==> config.mk <==
export PLATFORM = sky130hd
export DESIGN_NAME = bin_talk_sampler
export DESIGN_NICKNAME = d
export VERILOG_FILES = /design/src/rtl/bts_pkg.sv /design/src/rtl/bts_inhibit_timer.sv /design/src/rtl/bts_shadow_mux.sv /design/src/rtl/bin_talk_sampler.sv
export SDC_FILE = /design/constraint.sdc
export NUM_CORES = 1
export LEC_CHECK = 0
export CAP_MARGIN = 20
export CELL_PAD_IN_SITES_DETAIL_PLACEMENT = 0
export CELL_PAD_IN_SITES_GLOBAL_PLACEMENT = 2
export CORE_MARGIN = 1
export CORE_UTILIZATION = 45
export CTS_CLUSTER_DIAMETER = 200
export DETAILED_ROUTE_END_ITERATION = 10
export DONT_BUFFER_PORTS = 1
export GPL_TIMING_DRIVEN = 0
export PLACE_DENSITY_LB_ADDON = 0.1
export SLEW_MARGIN = 15
export SYNTH_ARGS = -nofsm -noshare
export SYNTH_HDL_FRONTEND = slang
export SYNTH_SLANG_ARGS = --single-unit
==> constraint.sdc <==
create_clock -name clk_i -period 3 [get_ports clk_i]
set_input_delay 0.3 -clock clk_i [delete_from_list [all_inputs] [get_ports clk_i]]
set_output_delay 0.3 -clock clk_i [all_outputs]
set_load 0.005 [all_outputs]
==> src/rtl/bts_pkg.sv <==
package bts_pkg;
  typedef enum logic [1:0] {
    ST_IDLE = 2'd0,
    ST_INH  = 2'd1,
    ST_SEND = 2'd2
  } bts_state_e;
endpackage

==> src/rtl/bts_inhibit_timer.sv <==
module bts_inhibit_timer #(
  parameter int unsigned INH_CYCLES = 4
) (
  input  logic clk_i,
  input  logic rst_ni,
  input  logic run_i,
  output logic done_o
);
  localparam int unsigned CW = (INH_CYCLES > 1) ? $clog2(INH_CYCLES) : 1;
  localparam logic [CW-1:0] LAST = CW'(INH_CYCLES - 1);

  logic [CW-1:0] cnt_q;

  always_ff @(posedge clk_i or negedge rst_ni) begin
    if (!rst_ni)              cnt_q <= '0;
    else if (!run_i || done_o) cnt_q <= '0;
    else                      cnt_q <= cnt_q + 1'b1;
  end

  assign done_o = run_i && (cnt_q == LAST);
endmodule

==> src/rtl/bts_shadow_mux.sv <==
module bts_shadow_mux #(
  parameter int unsigned NUM_PORTS = 5,
  parameter int unsigned PORT_W    = 8,
  localparam int unsigned IW       = $clog2(NUM_PORTS),
  localparam int unsigned TW       = NUM_PORTS * PORT_W
) (
  input  logic              clk_i,
  input  logic              rst_ni,
  input  logic              load_i,
  input  logic [TW-1:0]     port_i,
  input  logic [IW-1:0]     idx_i,
  output logic [PORT_W-1:0] byte_o
);
  logic [TW-1:0]     shadow_q;
  logic [PORT_W-1:0] ordered [NUM_PORTS];

  always_ff @(posedge clk_i or negedge rst_ni) begin
    if (!rst_ni)     shadow_q <= '0;
    else if (load_i) shadow_q <= port_i;
  end

  // slot 0 carries the highest-numbered port
  for (genvar g = 0; g < NUM_PORTS; g++) begin : g_order
    assign ordered[g] = shadow_q[(NUM_PORTS-1-g)*PORT_W +: PORT_W];
  end

  assign byte_o = ordered[idx_i];
endmodule

==> src/rtl/bin_talk_sampler.sv <==
module bin_talk_sampler
  import bts_pkg::*;
#(
  parameter int unsigned NUM_PORTS  = 5,
  parameter int unsigned PORT_W     = 8,
  parameter int unsigned INH_CYCLES = 4
) (
  input  logic                        clk_i,
  input  logic                        rst_ni,
  input  logic                        talk_en_i,
  input  logic [NUM_PORTS*PORT_W-1:0] port_i,
  output logic                        inhibit_o,
  output logic [PORT_W-1:0]           data_o,
  output logic                        valid_o,
  output logic                        last_o,
  input  logic                        ready_i
);
  localparam int unsigned IW = $clog2(NUM_PORTS);
  localparam logic [IW-1:0] IDX_LAST = IW'(NUM_PORTS - 1);

  bts_state_e    state_q, state_d;
  logic [IW-1:0] idx_q, idx_d;
  logic          inh_done, load, fire;

  bts_inhibit_timer #(.INH_CYCLES(INH_CYCLES)) u_timer (
    .clk_i (clk_i),
    .rst_ni(rst_ni),
    .run_i (state_q == ST_INH && talk_en_i),
    .done_o(inh_done)
  );

  assign load = (state_q == ST_INH) && talk_en_i && inh_done;
  assign fire = valid_o && ready_i;

  bts_shadow_mux #(.NUM_PORTS(NUM_PORTS), .PORT_W(PORT_W)) u_shadow (
    .clk_i (clk_i),
    .rst_ni(rst_ni),
    .load_i(load),
    .port_i(port_i),
    .idx_i (idx_q),
    .byte_o(data_o)
  );

  always_comb begin
    state_d = state_q;
    idx_d   = idx_q;
    if (!talk_en_i) begin
      state_d = ST_IDLE;
      idx_d   = '0;
    end else begin
      unique case (state_q)
        ST_IDLE: state_d = ST_INH;
        ST_INH: if (inh_done) begin
          state_d = ST_SEND;
          idx_d   = '0;
        end
        ST_SEND: if (fire) begin
          if (idx_q == IDX_LAST) begin
            state_d = ST_INH;   // pre-read for the next message
            idx_d   = '0;
          end else begin
            idx_d = idx_q + 1'b1;
          end
        end
        default: state_d = ST_IDLE;
      endcase
    end
  end

  always_ff @(posedge clk_i or negedge rst_ni) begin
    if (!rst_ni) begin
      state_q <= ST_IDLE;
      idx_q   <= '0;
    end else begin
      state_q <= state_d;
      idx_q   <= idx_d;
    end
  end

  assign inhibit_o = (state_q == ST_INH);
  assign valid_o   = (state_q == ST_SEND);
  assign last_o    = valid_o && (idx_q == IDX_LAST);
endmodule

---- Word level (Yosys, flattened, before mapping) ----
Index checks and enable logic that the tools add are counted.
storage, ports and cells
  bits in registers ....................... 47
  input bits .............................. 44
  output and inout port bits .............. 11
  word-level logic and storage cells ...... 40
cells by class
  $add $sub $neg .......................... 2
  $lt $le $gt $ge ......................... 1
  eq/ne operators ......................... 8
  mux-type cells .......................... 14
  bitwise gates (word level) .............. 1
  reduce and logical (&&, ||, !) cells .... 10
operators by type and width
  cell                                                                      count
  8-bit binary-select mux with 3-bit select                                 1
  8-bit 2-to-1 mux                                                          2
  3-bit 2-to-1 mux                                                          4
  2-bit 2-to-1 mux                                                          5
  3-bit by 2-bit inequality test with 1-bit output (second input constant)  3
  2-bit one-hot mux with 3 select lines                                     1
  3-bit one-hot mux with 2 select lines                                     1
  3-bit AND reduction                                                       2
  1-bit logical AND                                                         5
  2-bit equality test (second input constant)                               2
  4-bit >= comparator (second input constant)                               1
  3-bit NOT with 4-bit output                                               1
  3-bit by 1-bit adder with 3-bit output (second input constant)            1
  3-bit equality test (second input constant)                               1
  3-bit by 1-bit inequality test with 1-bit output (second input constant)  1
  2-bit by 1-bit adder with 2-bit output (second input constant)            1
  2-bit by 1-bit equality test with 1-bit output (second input constant)    1
  2-bit logical NOT                                                         1
  1-bit logical NOT                                                         1
  1-bit logical OR                                                          1

---- Longest topological paths before layout ----
Gate-level depths: netlist (run 1).
  depth in word-level cells ............... 6
  depth in mapped cells ................... 6
  mapped depth without buffers ............ 5

---- Cells and area by module ----
Synthesis (run 1) repeated with hierarchy kept, for this count alone.
unflattened totals
  cell total of the unflattened synthesis .. 161
  area total of the unflattened synthesis .. 2272.2 µm²
by module, submodules not included
  module             instances  cells an instance  area an instance (µm²)  seq. area each (µm²)
  bts_shadow_mux     1          124                1831.8                  1001.0
  bin_talk_sampler   1          31                 349.1                   125.1
  bts_inhibit_timer  1          6                  91.3                    50.0

---- Worst setup path before layout (run 1) ----
Ideal clock, no wire load.
  path kind ............................... register -> output
  start ................................... register idx_q[0]
  end ..................................... output port data_o[0]
  arrival ................................. 1.159 ns
  data required time ...................... 2.700 ns
  setup slack ............................. 1.541 ns
  stages on the path, launching flop included .. 5
  buffers on the path ..................... 1
  cells stage by stage .................... dfrtp_1 -> buf_4 -> mux4_2 -> inv_1 -> o21ai_0
on the way
  word-level cells in the longest chain between the ends .. 4
RTL lines
  item                                                  line                    source
  from (decl)                                           bin_talk_sampler.sv:22  logic [IW-1:0] idx_q, idx_d;
  from (signal assigned)                                bin_talk_sampler.sv:76  idx_q <= idx_d;
  3-bit NOT with 4-bit output (implied by the code)     bts_shadow_mux.sv:27    assign byte_o = ordered[idx_i];
  8-bit binary-select mux with 3-bit select             bts_shadow_mux.sv:27
  8-bit 2-to-1 mux (implied by the code) (2 in series)  bts_shadow_mux.sv:27
  to (decl)                                             bin_talk_sampler.sv:13  output logic [PORT_W-1:0] data_o,
No other way between the ends. The select of a mux whose other input is x is not followed.

---- Worst setup path after layout (run 1) ----
  start ................................... register idx_q[0]
  end ..................................... output port data_o[7]
The elaborated chain is that of the path after synthesis.

==> results of run 1 <==
-- cell type report --
cell class	instances	area, um2
fill	433	2280
sequential	47	1180
multi-input combinational	94	945
tap	67	83.8
clock buffer	6	82.6
buffer	8	76.3
timing repair buffer	2	37.5
inverter	10	37.5
clock inverter	2	35.0
-- cell usage after synthesis, types with 2 or more instances --
| cell | n | area, um2 |
|---|---|---|
| and3_1 | 2 | 12.5 |
| buf_2 | 2 | 10.0 |
| clkbuf_8 | 4 | 55.1 |
| dfrtp_1 | 47 | 1180 |
| ha_1 | 3 | 37.5 |
| inv_1 | 10 | 37.5 |
| mux2_2 | 37 | 417 |
| mux2_4 | 3 | 45.0 |
| mux4_2 | 8 | 180 |
| nand2_1 | 11 | 41.3 |
| nand3_1 | 2 | 10.0 |
| nand3b_1 | 2 | 15.0 |
| nand4_1 | 2 | 12.5 |
| nand4b_1 | 2 | 17.5 |
| nor2b_1 | 2 | 12.5 |
| o21ai_0 | 10 | 50.1 |
-- metrics by stage --
| step | cells | util [%] | power (W) | worst slack (ns) |
|---|---|---|---|---|
| floorplan | 159 | - | 0.000714 | 1.54 |
| global placement | 226 | 48.8 | 0.000721 | 1.35 |
| detailed placement | 226 | 48.8 | 0.000725 | 1.35 |
| CTS | 236 | 52.0 | 0.00123 | 1.00 |
| global route | 236 | 52.0 | 0.00126 | 0.899 |
| finish | 236 | 52.0 | 0.00120 | 1.05 |
-- metal layers --
metal	share of wire, %	vias up	GRT usage, %
met1	40	663	22.3
met5	0	-	0
li1	-	585	-
met2	52	41	30.6
met4	1.6	0	6.32
met3	6.4	7	6.25
-- how the worst max path moves through the flow --
stage,end,depth (start not counted)
3_5_place_dp,data_o[7],4
4_1_cts,data_o[7],4
6_report,data_o[7],4
5_1_grt,data_o[7],4
2_1_floorplan,data_o[0],4
3_3_place_gp,data_o[7],4
-- cells by family (layout without fill, tap and decap cells) --
kind of cell               count (synthesis)  count (layout)  synth area share, %
AOI/OAI and AO/OA                         13              13                 3.25
adders and majority gates                  3               3                 1.68
buffers and inverters                     18              28                 5.10
DFF                                       47              47                 52.6
muxes                                     49              49                 29.2
and+or+nand+nor                           29              29                 8.17
-- registers in the layout (all words and copies together) (netlist names) --
register and count:
u_shadow.ordered 40, idx_q 3, state_q 2, u_timer.cnt_q 2
-- power breakdown --
part	switching, W	leakage [nW]	internal (W)
Sequential	0.0000124	0.650	0.000656
Clock	0.000207	0.0612	0.000270
Combinational	0.0000275	0.486	0.0000322
-- repair_timing --
item,in CTS,in global routing
hold buffers,2,0
setup buffers,0,0
hold endpoints to repair,47,0
==> metrics, run 1 <==
Hold Slack ~0.11 ns; crit path capture type primary output; flip-flop and latch count after synthesis 47; sum of net half-perimeters after detailed placement 3190 um; combined buffer and inverter count along the critical path 1; Synth Flop Type dfrtp_1; Worst-path clk slew about 0.080 ns; number of nets in the layout approximately 220; type of the tightest min-delay check primary input to register; Largest stage delay, worst path 0.48 ns; Max Clock Skew between 0.005 and 0.006 ns; source of the critical timing path idx_q[0]; via count of the first global-routing pass around 1400; tightest slew margin relative to the limit 65.3%; endpoint of the lowest-slack register-to-register path u_shadow.ordered[32]; global-route wire length before repair approximately 7000 um; setup repair after global routing missed its margin no; depth of the worst register-to-register path 4; sequential-to-total area share from yosys stat 52.6%; category of cells accounting for the largest share of critical-path delay simple AND/OR/NAND/NOR gates; final routed wire length divided by cell count between 15 and 20 um; residual DRC count 0; origin of the worst min-delay path talk_en_i; Initial Util a little under half; IO Count 55; worst endpoint required time about 2.7 ns; number of antenna violations at the first check in global routing 0; Setup Viol. Count Final 0; vertical die dimension ~72 um; share of the cycle needed by the critical path after routing roughly two thirds; reported leakage power 1.20 nW; most common library cell in the layout ignoring fill and taps dfrtp_1; placed cell areas approximately 2300 um2; CTS buffer count 5; Initial DRC Count 75; setup slack of the worst register-to-register path roughly 1.5 ns; row cnt 25; worst setup path class register to primary output; ordered cell list for the critical path buf_4, nor3b_2, nand2_1, o21ai_0; remaining global-route overflow 0; number of endpoints with negative hold slack in the final report 0; remaining antenna violation count after routing 0; startpoint types register; count of flip-flops with a built-in enable after synthesis 0; Tot GR Track Use between 10% and 20%; arrival time at the worst endpoint approximately 1.7 ns; Min-Delay Path Depth 2; R2R Path Start state_q[0]; clock network latency to the later pin of the worst-skew pair around 0.30 ns; mean instance size in the synthesized netlist around 14 um2; Final Max Tran Viols 0; Detailed Routing Iterations Pass 1 4; clock sink total 47; Tightest Pin Transition a little over 0.5 ns; number of library cell types mapped by synthesis 28; standard cell with the maximum stage delay on the critical path nor3b_2; root buf cell clkbuf_8; fraction of final layout cells with drive strength greater than 1 between 40% and 50%; fraction of registers with async set or reset after synthesis 100%; routability congestion estimate about 0.83; most used cells in the layout excluding fill and tap cells 47 x dfrtp_1, 37 x mux2_2, 11 x nand2_1; worst min-delay path endpoint u_timer.cnt_q[0]; Setup Total Neg Slack 0 ns; total number of vias 1296; largest voltage drop on the vdd net about 250 uV; overall routed net length between 4000 and 5000 um; power density of the placed cells 487 nW/um2; antenna cell count 0; Post-Syn Area 2230 um2; DR vias/cell around 5.5; count of cells resized by post-cts repair 0; Area Overhead vs Synth 10.7%; area of the die about 5300 um2; outcome completed; area of the core region 4750 um2; count of mapped cells out of synthesis ~160; number of H-tree levels 2; min Tclk post-route between 1.5 and 2 ns; maximum count of clock buffers along a single path 2; port bufs 0; synthesis warning total 0; Max Cap Violations 0; Max FO, Critical Path 10; net count after synthesis 206; clock tree from TritonCTS done; final std cell area, no fill ~2500 um2; largest net degree at the start of global routing between 40 and 50; DIE WIDTH between 70 and 80 um; maximum clock frequency between 500 and 600 MHz
(Power assumes the default switching activity.)
==> run 2: changes to the inputs <==
Settings changed: CORE_UTILIZATION 45 to 42.
Clock period 3 ns to 1.85 ns, I/O delays scaled along.
==> run 2 against run 1 <==
Against the previous run:
- critical path depth unchanged
- global-route usage shrank 0.87 points
- register-to-register slack worse by 1.1 ns
- critical endpoint is now data_o[4]
- cell count up 1.7%
- highest routed layer unchanged
- final area up 1.4%
- clock power up 61%
- via count up 1.4%
- power is 62% higher
==> metrics, run 2 (same netlist as run 1, synthesis figures left out) <==
outcome completed (unchanged); area of the core region 5110 um2 (was 4750 um2); area of the die 5620 um2 (was 5250 um2); Initial Util 43.8% (was 47.0%); DIE WIDTH 74.9 um (was 72.5 um); final std cell area, no fill 2510 um2 (was 2470 um2); residual DRC count 0 (unchanged); internal power 0.00153 W (was 0.000958 W); Initial DRC Count 49 (was 75); combinational fraction of design power 5.1% (was 5.0%); number of endpoints with negative hold slack in the final report 0 (unchanged); arrival time at the worst endpoint 1.61 ns (was 1.65 ns); placed cell count 229 (was 226); root buf cell clkbuf_8 (unchanged); worst endpoint required time 1.66 ns (was 2.70 ns); Max Cap Violations 0 (unchanged); remaining antenna violation count after routing 0 (unchanged); power spent charging and discharging nets 0.000426 W (was 0.000247 W); Area Overhead vs Synth 12.2% (was 10.7%); reported leakage power 1.20 nW (about the same); global-route wire length before repair 6950 um (was 6970 um); min Tclk post-route around 1.8 ns; crit path capture type primary output (unchanged); clock sink total 47 (unchanged); fraction of final layout cells with drive strength greater than 1 40.0% (was 40.2%); total number of vias 1314 (was 1296); Max Clock Skew 0.00503 ns (was 0.00574 ns); clock network latency to the later pin of the worst-skew pair 0.30 ns (about the same); final cell utilization of the core 49.1% (was 52.0%); number of H-tree levels 2 (unchanged); register share of total power 55.5% (about the same); largest net degree at the start of global routing 48 (unchanged); port bufs 0 (unchanged); Max FO, Critical Path 10 (unchanged); share of power burned in the clock network 39.4% (was 39.6%); Worst-path clk slew 0.09 ns (was 0.08 ns); share of the cycle needed by the critical path after routing 97.0%; final routed wire length divided by cell count 18.9 um (was 18.6 um); DR vias/cell 5.48 (was 5.49); antenna cell count 0 (unchanged); number of nets in the layout 216 (was 215); CTS buffer count 5 (unchanged); setup repair after global routing missed its margin yes (was no); maximum count of clock buffers along a single path 2 (unchanged); largest voltage drop on the vdd net 539 uV (was 251 uV); remaining global-route overflow 0 (unchanged); most used cells in the layout excluding fill and tap cells 47 x dfrtp_1, 37 x mux2_2, 11 x nand2_1 (unchanged); IO Count 55 (unchanged); vertical die dimension 74.9 um (was 72.5 um); final cell count without fillers 240 (was 236); most common library cell in the layout ignoring fill and taps dfrtp_1 (unchanged); Setup Total Neg Slack 0 ns (unchanged); via count of the first global-routing pass 1379 (was 1393); Final Max Tran Viols 0 (unchanged); share of total power consumed by net switching 21.8% (was 20.5%); post-CTS setup repair buffer count 0 (unchanged); Detailed Routing Iterations Pass 1 4 (unchanged); routability congestion estimate 0.745 (was 0.834); row cnt 26 (was 25); max reg flops 40 (unchanged); clock tree from TritonCTS done (unchanged); Tightest Pin Transition 0.453 ns (was 0.518 ns); overall routed net length 4530 um (was 4400 um); sum of net half-perimeters after detailed placement 3270 um (was 3190 um); number of antenna violations at the first check in global routing 0 (unchanged); worst setup path class register to primary output (unchanged); Setup Viol. Count Final 0 (unchanged); startpoint types register (unchanged); maximum clock frequency between 500 and 600 MHz; power density of the placed cells 779 nW/um2 (was 487 nW/um2); Tot GR Track Use 17.5% (was 18.4%); tightest slew margin relative to the limit 69.8% (was 65.3%); placed cell areas 2320 um2 (about the same); type of the tightest min-delay check primary input to register (unchanged)
## run 2: per-stage QoR
stage,setup WS (ns),power [W],hold slack (ns)
floorplan,0.483,0.00116,-0.111
global route,-0.00137,0.00202,0.0109
global placement,0.335,0.00117,-0.110
finish,0.0562,0.00195,0.0207
CTS,0.0275,0.00198,0.00932
detailed placement,0.296,0.00117,-0.110
## run 2: worst max-delay path, stage by stage (launching register included)
cell	delay (ns)
dfrtp_1	0.42
buf_12	0.18
mux4_2	0.53
inv_1	0.08
o21ai_0	0.10
## run 2: worst paths after layout
kind | startpoint | to | slack, ns | cells past startpoint
max | idx_q[0] | data_o[4] | 0.06 | 4
min | port_i[33] | u_shadow.ordered[33] | 0.02 | 1
max reg2reg | state_q[0] | u_shadow.ordered[31] | 0.33 | 4
min reg2reg | u_timer.cnt_q[0] | u_timer.cnt_q[0] | 0.45 | 1
max in group asynchronous | rst_ni | idx_q[1] | 1.23 | 2
min in group asynchronous | rst_ni | u_shadow.ordered[6] | 0.40 | 2
## run 2: timing repair
| action | in CTS | in global routing |
|---|---|---|
| hold buffers | 3 | 0 |
| hold endpoints to repair | 49 | 0 |
| gates resized for setup | 2 | 5 |
| setup endpoints to repair | 4 | 7 |
| pin swaps | 0 | 0 |
| cloned | 0 | 0 |
## run 2: per-layer routing
metal  track usage (%)  up-vias  routed length, um
li1                  -      587                  -
met5                 0        -                  0
met1              20.3      675               1870
met2              29.9       41               2300
met4              9.01        0                100
met3              4.55       11                253
## run 2: final cells by class
| cell class | instances | area (um2) |
|---|---|---|
| Fill cell | 457 | 2600 |
| Sequential cell | 47 | 1180 |
| Multi-Input combinational cell | 94 | 951 |
| Buffer | 8 | 91.3 |
| Tap cell | 70 | 87.6 |
| Clock buffer | 5 | 68.8 |
| Clock inverter | 3 | 47.5 |
| Timing Repair Buffer | 3 | 47.5 |
| Inverter | 10 | 37.5 |
## run 2: power groups by stage
stage / Sequential (W) / Clock, W / Combinational [W]
6_report: 0.00108 / 0.000769 / 0.0000995
5_1_grt: 0.00109 / 0.000820 / 0.000112
4_1_cts: 0.00108 / 0.000798 / 0.000102
3_5_place_dp: 0.00110 / 0 / 0.0000700
3_3_place_gp: 0.00110 / 0 / 0.0000675
2_1_floorplan: 0.00110 / 0 / 0.0000605
==> run 3: changes to the inputs <==
Settings changed: ABC_AREA set to 1, CORE_UTILIZATION 42 to 35.
==> run 3 against run 2 <==
Against the previous run:
- sequential share of layout area decreased by 1.6 points
- clock power increased by 2.7%
- global-route usage increased by 0.42 points
- die area increased by 24%
- largest power group unchanged
==> metrics, run 3 <==
outcome completed (unchanged); FF/Latch Area 1180 um2 (unchanged); worst setup path class register to primary output (unchanged); clock tree from TritonCTS done (unchanged); largest voltage drop on the vdd net 343 uV (was 539 uV); main combinational cell family by area after synthesis simple AND/OR/NAND/NOR gates (was multiplexers); Setup Total Neg Slack 0 ns (unchanged); Min-Delay Path Depth 2 (was 1); Detailed Routing Iterations Pass 1 4 (unchanged); most used cells in the layout excluding fill and tap cells 126 x nand2_1, 67 x nand3_1, 47 x dfrtp_1 (was 47 x dfrtp_1, 37 x mux2_2, 11 x nand2_1); Max Clock Skew 0.00937 ns (was 0.00503 ns); worst endpoint required time 1.66 ns (about the same); depth of the worst register-to-register path 7 (was 4); count of mapped cells out of synthesis 300 (was 159); Post-Syn Area 2330 um2 (was 2230 um2); portion of netlist area occupied by mux cells 0% (was 29.2%); clock sink total 47 (unchanged); tightest slew margin relative to the limit 78.0% (was 69.8%); post-CTS setup repair buffer count 0 (unchanged); share of the cycle needed by the critical path after routing 93.6% (was 97.0%); flip-flop and latch count after synthesis 47 (unchanged); synthesized-area fraction occupied by and/or/nand/nor cells 37.5% (was 8.17%); multi-input logic area 970 um2 (was 951 um2); arrival time at the worst endpoint 1.55 ns (was 1.61 ns); clock network latency to the later pin of the worst-skew pair 0.30 ns (about the same); Max FO, Critical Path 10 (unchanged); row cnt 29 (was 26); IO Count 55 (unchanged); category of cells accounting for the largest share of critical-path delay buffers and inverters (was multiplexers); crit path capture type primary output (unchanged); biggest area contributors in the synthesized netlist dfrtp_1 51%, nand2_1 20%, nand3_1 14%, inv_1 2.4%, buf_2 1.9% (was dfrtp_1 53%, mux2_2 19%, mux4_2 8.1%, clkbuf_8 2.5%, o21ai_0 2.2%); most common library cell in the layout ignoring fill and taps nand2_1 (was dfrtp_1); top post-synthesis cells by count 126 x nand2_1, 67 x nand3_1, 47 x dfrtp_1 (was 47 x dfrtp_1, 37 x mux2_2, 11 x nand2_1); ordered cell list for the critical path buf_4, inv_4, buf_6, nand2_1, nand3_1, nand3_1, o21ai_0 (was buf_12, mux4_2, inv_1, o21ai_0); standard cell with the maximum stage delay on the critical path dfrtp_1 (was mux4_2); worst min-delay path endpoint u_shadow.ordered[6] (was u_shadow.ordered[33]); Tightest Pin Transition 0.329 ns (was 0.453 ns); antenna cell count 0 (unchanged); origin of the worst min-delay path port_i[6] (was port_i[33]); count of flip-flops with a built-in enable after synthesis 0 (unchanged); endpoint of the lowest-slack register-to-register path state_q[1] (was u_shadow.ordered[31]); number of endpoints with negative hold slack in the final report 0 (unchanged); synthesis warning total 0 (unchanged); Initial Util 36.5% (was 43.8%); Final Max Tran Viols 0 (unchanged); DIE WIDTH 83.6 um (was 74.9 um); combined buffer and inverter count along the critical path 3 (was 2); maximum clock frequency 577 MHz (was 557 MHz); net count after synthesis 347 (was 206); power density of the placed cells 834 nW/um2 (was 779 nW/um2); routability congestion estimate 0.801 (was 0.745); CP dominant cell by count nand3_1; sequential-to-total area share from yosys stat 50.5% (was 52.6%); final cell count without fillers 388 (was 240); DR vias/cell 4.89 (was 5.48); global-route wire length before repair 9520 um (was 6950 um); most frequent cell after synthesis nand2_1 (was dfrtp_1); number of nets in the layout 357 (was 216); cell type with the highest aggregate area in the netlist dfrtp_1 (unchanged); CTS buffer count 5 (unchanged); fraction of registers with async set or reset after synthesis 100% (unchanged); residual DRC count 0 (unchanged); total number of vias 1898 (was 1314); Overall Power 0.00216 W (was 0.00195 W); Setup Viol. Count Final 0 (unchanged); Area Overhead vs Synth 11.4% (was 12.2%); Max Cap Violations 0 (unchanged); Worst-path clk slew 0.09 ns (about the same); Tot GR Track Use 17.9% (was 17.5%); final cell utilization of the core 40.6% (was 49.1%); Initial DRC Count 109 (was 49); FILL cells 700 (was 457); overall routed net length 6020 um (was 4530 um); via count of the first global-routing pass 1775 (was 1379); min Tclk post-route 1.73 ns (was 1.79 ns); Synth Flop Type dfrtp_1 (unchanged); largest net degree at the start of global routing 48 (unchanged); number of library cell types mapped by synthesis 18 (was 28); mean instance size in the synthesized netlist 7.76 um2 (was 14.1 um2); remaining antenna violation count after routing 0 (unchanged); area of the die 6980 um2 (was 5620 um2); type of the tightest min-delay check primary input to register (unchanged); adder-cell share of the synthesized area 1.61% (was 1.68%); remaining global-route overflow 0 (unchanged); number of antenna violations at the first check in global routing 0 (unchanged); top cell type's share of synthesized area 50.5% (was 52.6%); root buf cell clkbuf_8 (unchanged); number of H-tree levels 2 (unchanged); startpoint types register (unchanged); Synth Area in Compound Gates 2.04% (was 3.25%); vertical die dimension 83.6 um (was 74.9 um); reported leakage power 1.38 nW (was 1.20 nW); max reg flops 40 (unchanged); placed cell count 377 (was 229); Largest stage delay, worst path 0.39 ns (was 0.53 ns); setup repair after global routing missed its margin no (was yes); synthesized-area fraction occupied by xor and xnor cells 0.376% (was 0%); fraction of final layout cells with drive strength greater than 1 10.9% (was 40.0%); maximum count of clock buffers along a single path 2 (unchanged); sum of net half-perimeters after detailed placement 4270 um (was 3270 um); final routed wire length divided by cell count 15.5 um (was 18.9 um); setup slack of the worst register-to-register path 0.33 ns (about the same); R2R Path Start idx_q[0] (was state_q[0]); area of the core region 6390 um2 (was 5110 um2); port bufs 0 (unchanged)
==> run 3: changes by cell type after synthesis, moves of 4 or more <==
cell and delta:
mux4_2 -8, nand2_1 +115, buf_2 +7, inv_1 +5, nand3_1 +65, buf_4 +5
o21ai_0 -4, mux2_2 -37, clkbuf_8 -4, nor2_1 +5
==> run 3: logic make-up after synthesis <==
family                     count (synthesis)
DFF                                       47
AOI/OAI and AO/OA                          9
xor gates and xnor gates                   1
and+or+nand+nor                          204
adders and majority gates                  3
buffers and inverters                     36
==> run 3: through the flow <==
stage / hold WS (ns) / instance area [um2] / worst slack (ns)
6_report: 0.0106 / 2590 / 0.118
4_1_cts: 0.00579 / 2580 / 0.0830
3_3_place_gp: -0.109 / 2420 / 0.334
2_1_floorplan: -0.111 / 2330 / 0.537
3_5_place_dp: -0.109 / 2420 / 0.336
5_1_grt: 0.00907 / 2590 / 0.0114
==> run 3: how the worst max path moves through the flow <==
stage | startpoint | endpoint | depth (start not counted)
after CTS | idx_q[0] | data_o[3] | 7
after global routing | idx_q[0] | data_o[3] | 7
final | idx_q[0] | data_o[3] | 7
after global placement | idx_q[0] | state_q[0] | 8
after detailed placement | idx_q[0] | state_q[1] | 7
after floorplan | idx_q[0] | state_q[1] | 7
==> run 3: timing repair <==
action / in CTS / in global routing
gates resized for setup: 0 / 1
endpoints found under the setup margin: 0 / 1
hold buffers: 2 / 1
endpoints found under the hold margin: 47 / 1
==> run 3: area by class of cell <==
type                       count  area share [%]
tap                           77            3.71
inverter                      19            2.85
buffer                        17            4.34
clock buffer                   6            3.18
sequential                    47            45.3
clock inverter                 2            1.35
timing repair buffer           3            1.83
multi-input combinational    217            37.4
==> run 3: power breakdown <==
| group | internal (W) | total (W) | switching [W] |
|---|---|---|---|
| registers | 0.00112 | 0.00116 | 0.0000494 |
| logic | 0.0000741 | 0.000209 | 0.000135 |
| clock network | 0.000438 | 0.000790 | 0.000353 |
| total | 0.00163 | 0.00216 | 0.000537 |
==> run 3: layer usage <==
metal  track usage (%)  wire [um]  vias up
met1              25.6       2880      871
met3              4.25        252        7
met5                 0          0        -
met4              5.08         66        0
met2              27.1       2820       38
li1                  -          -      982
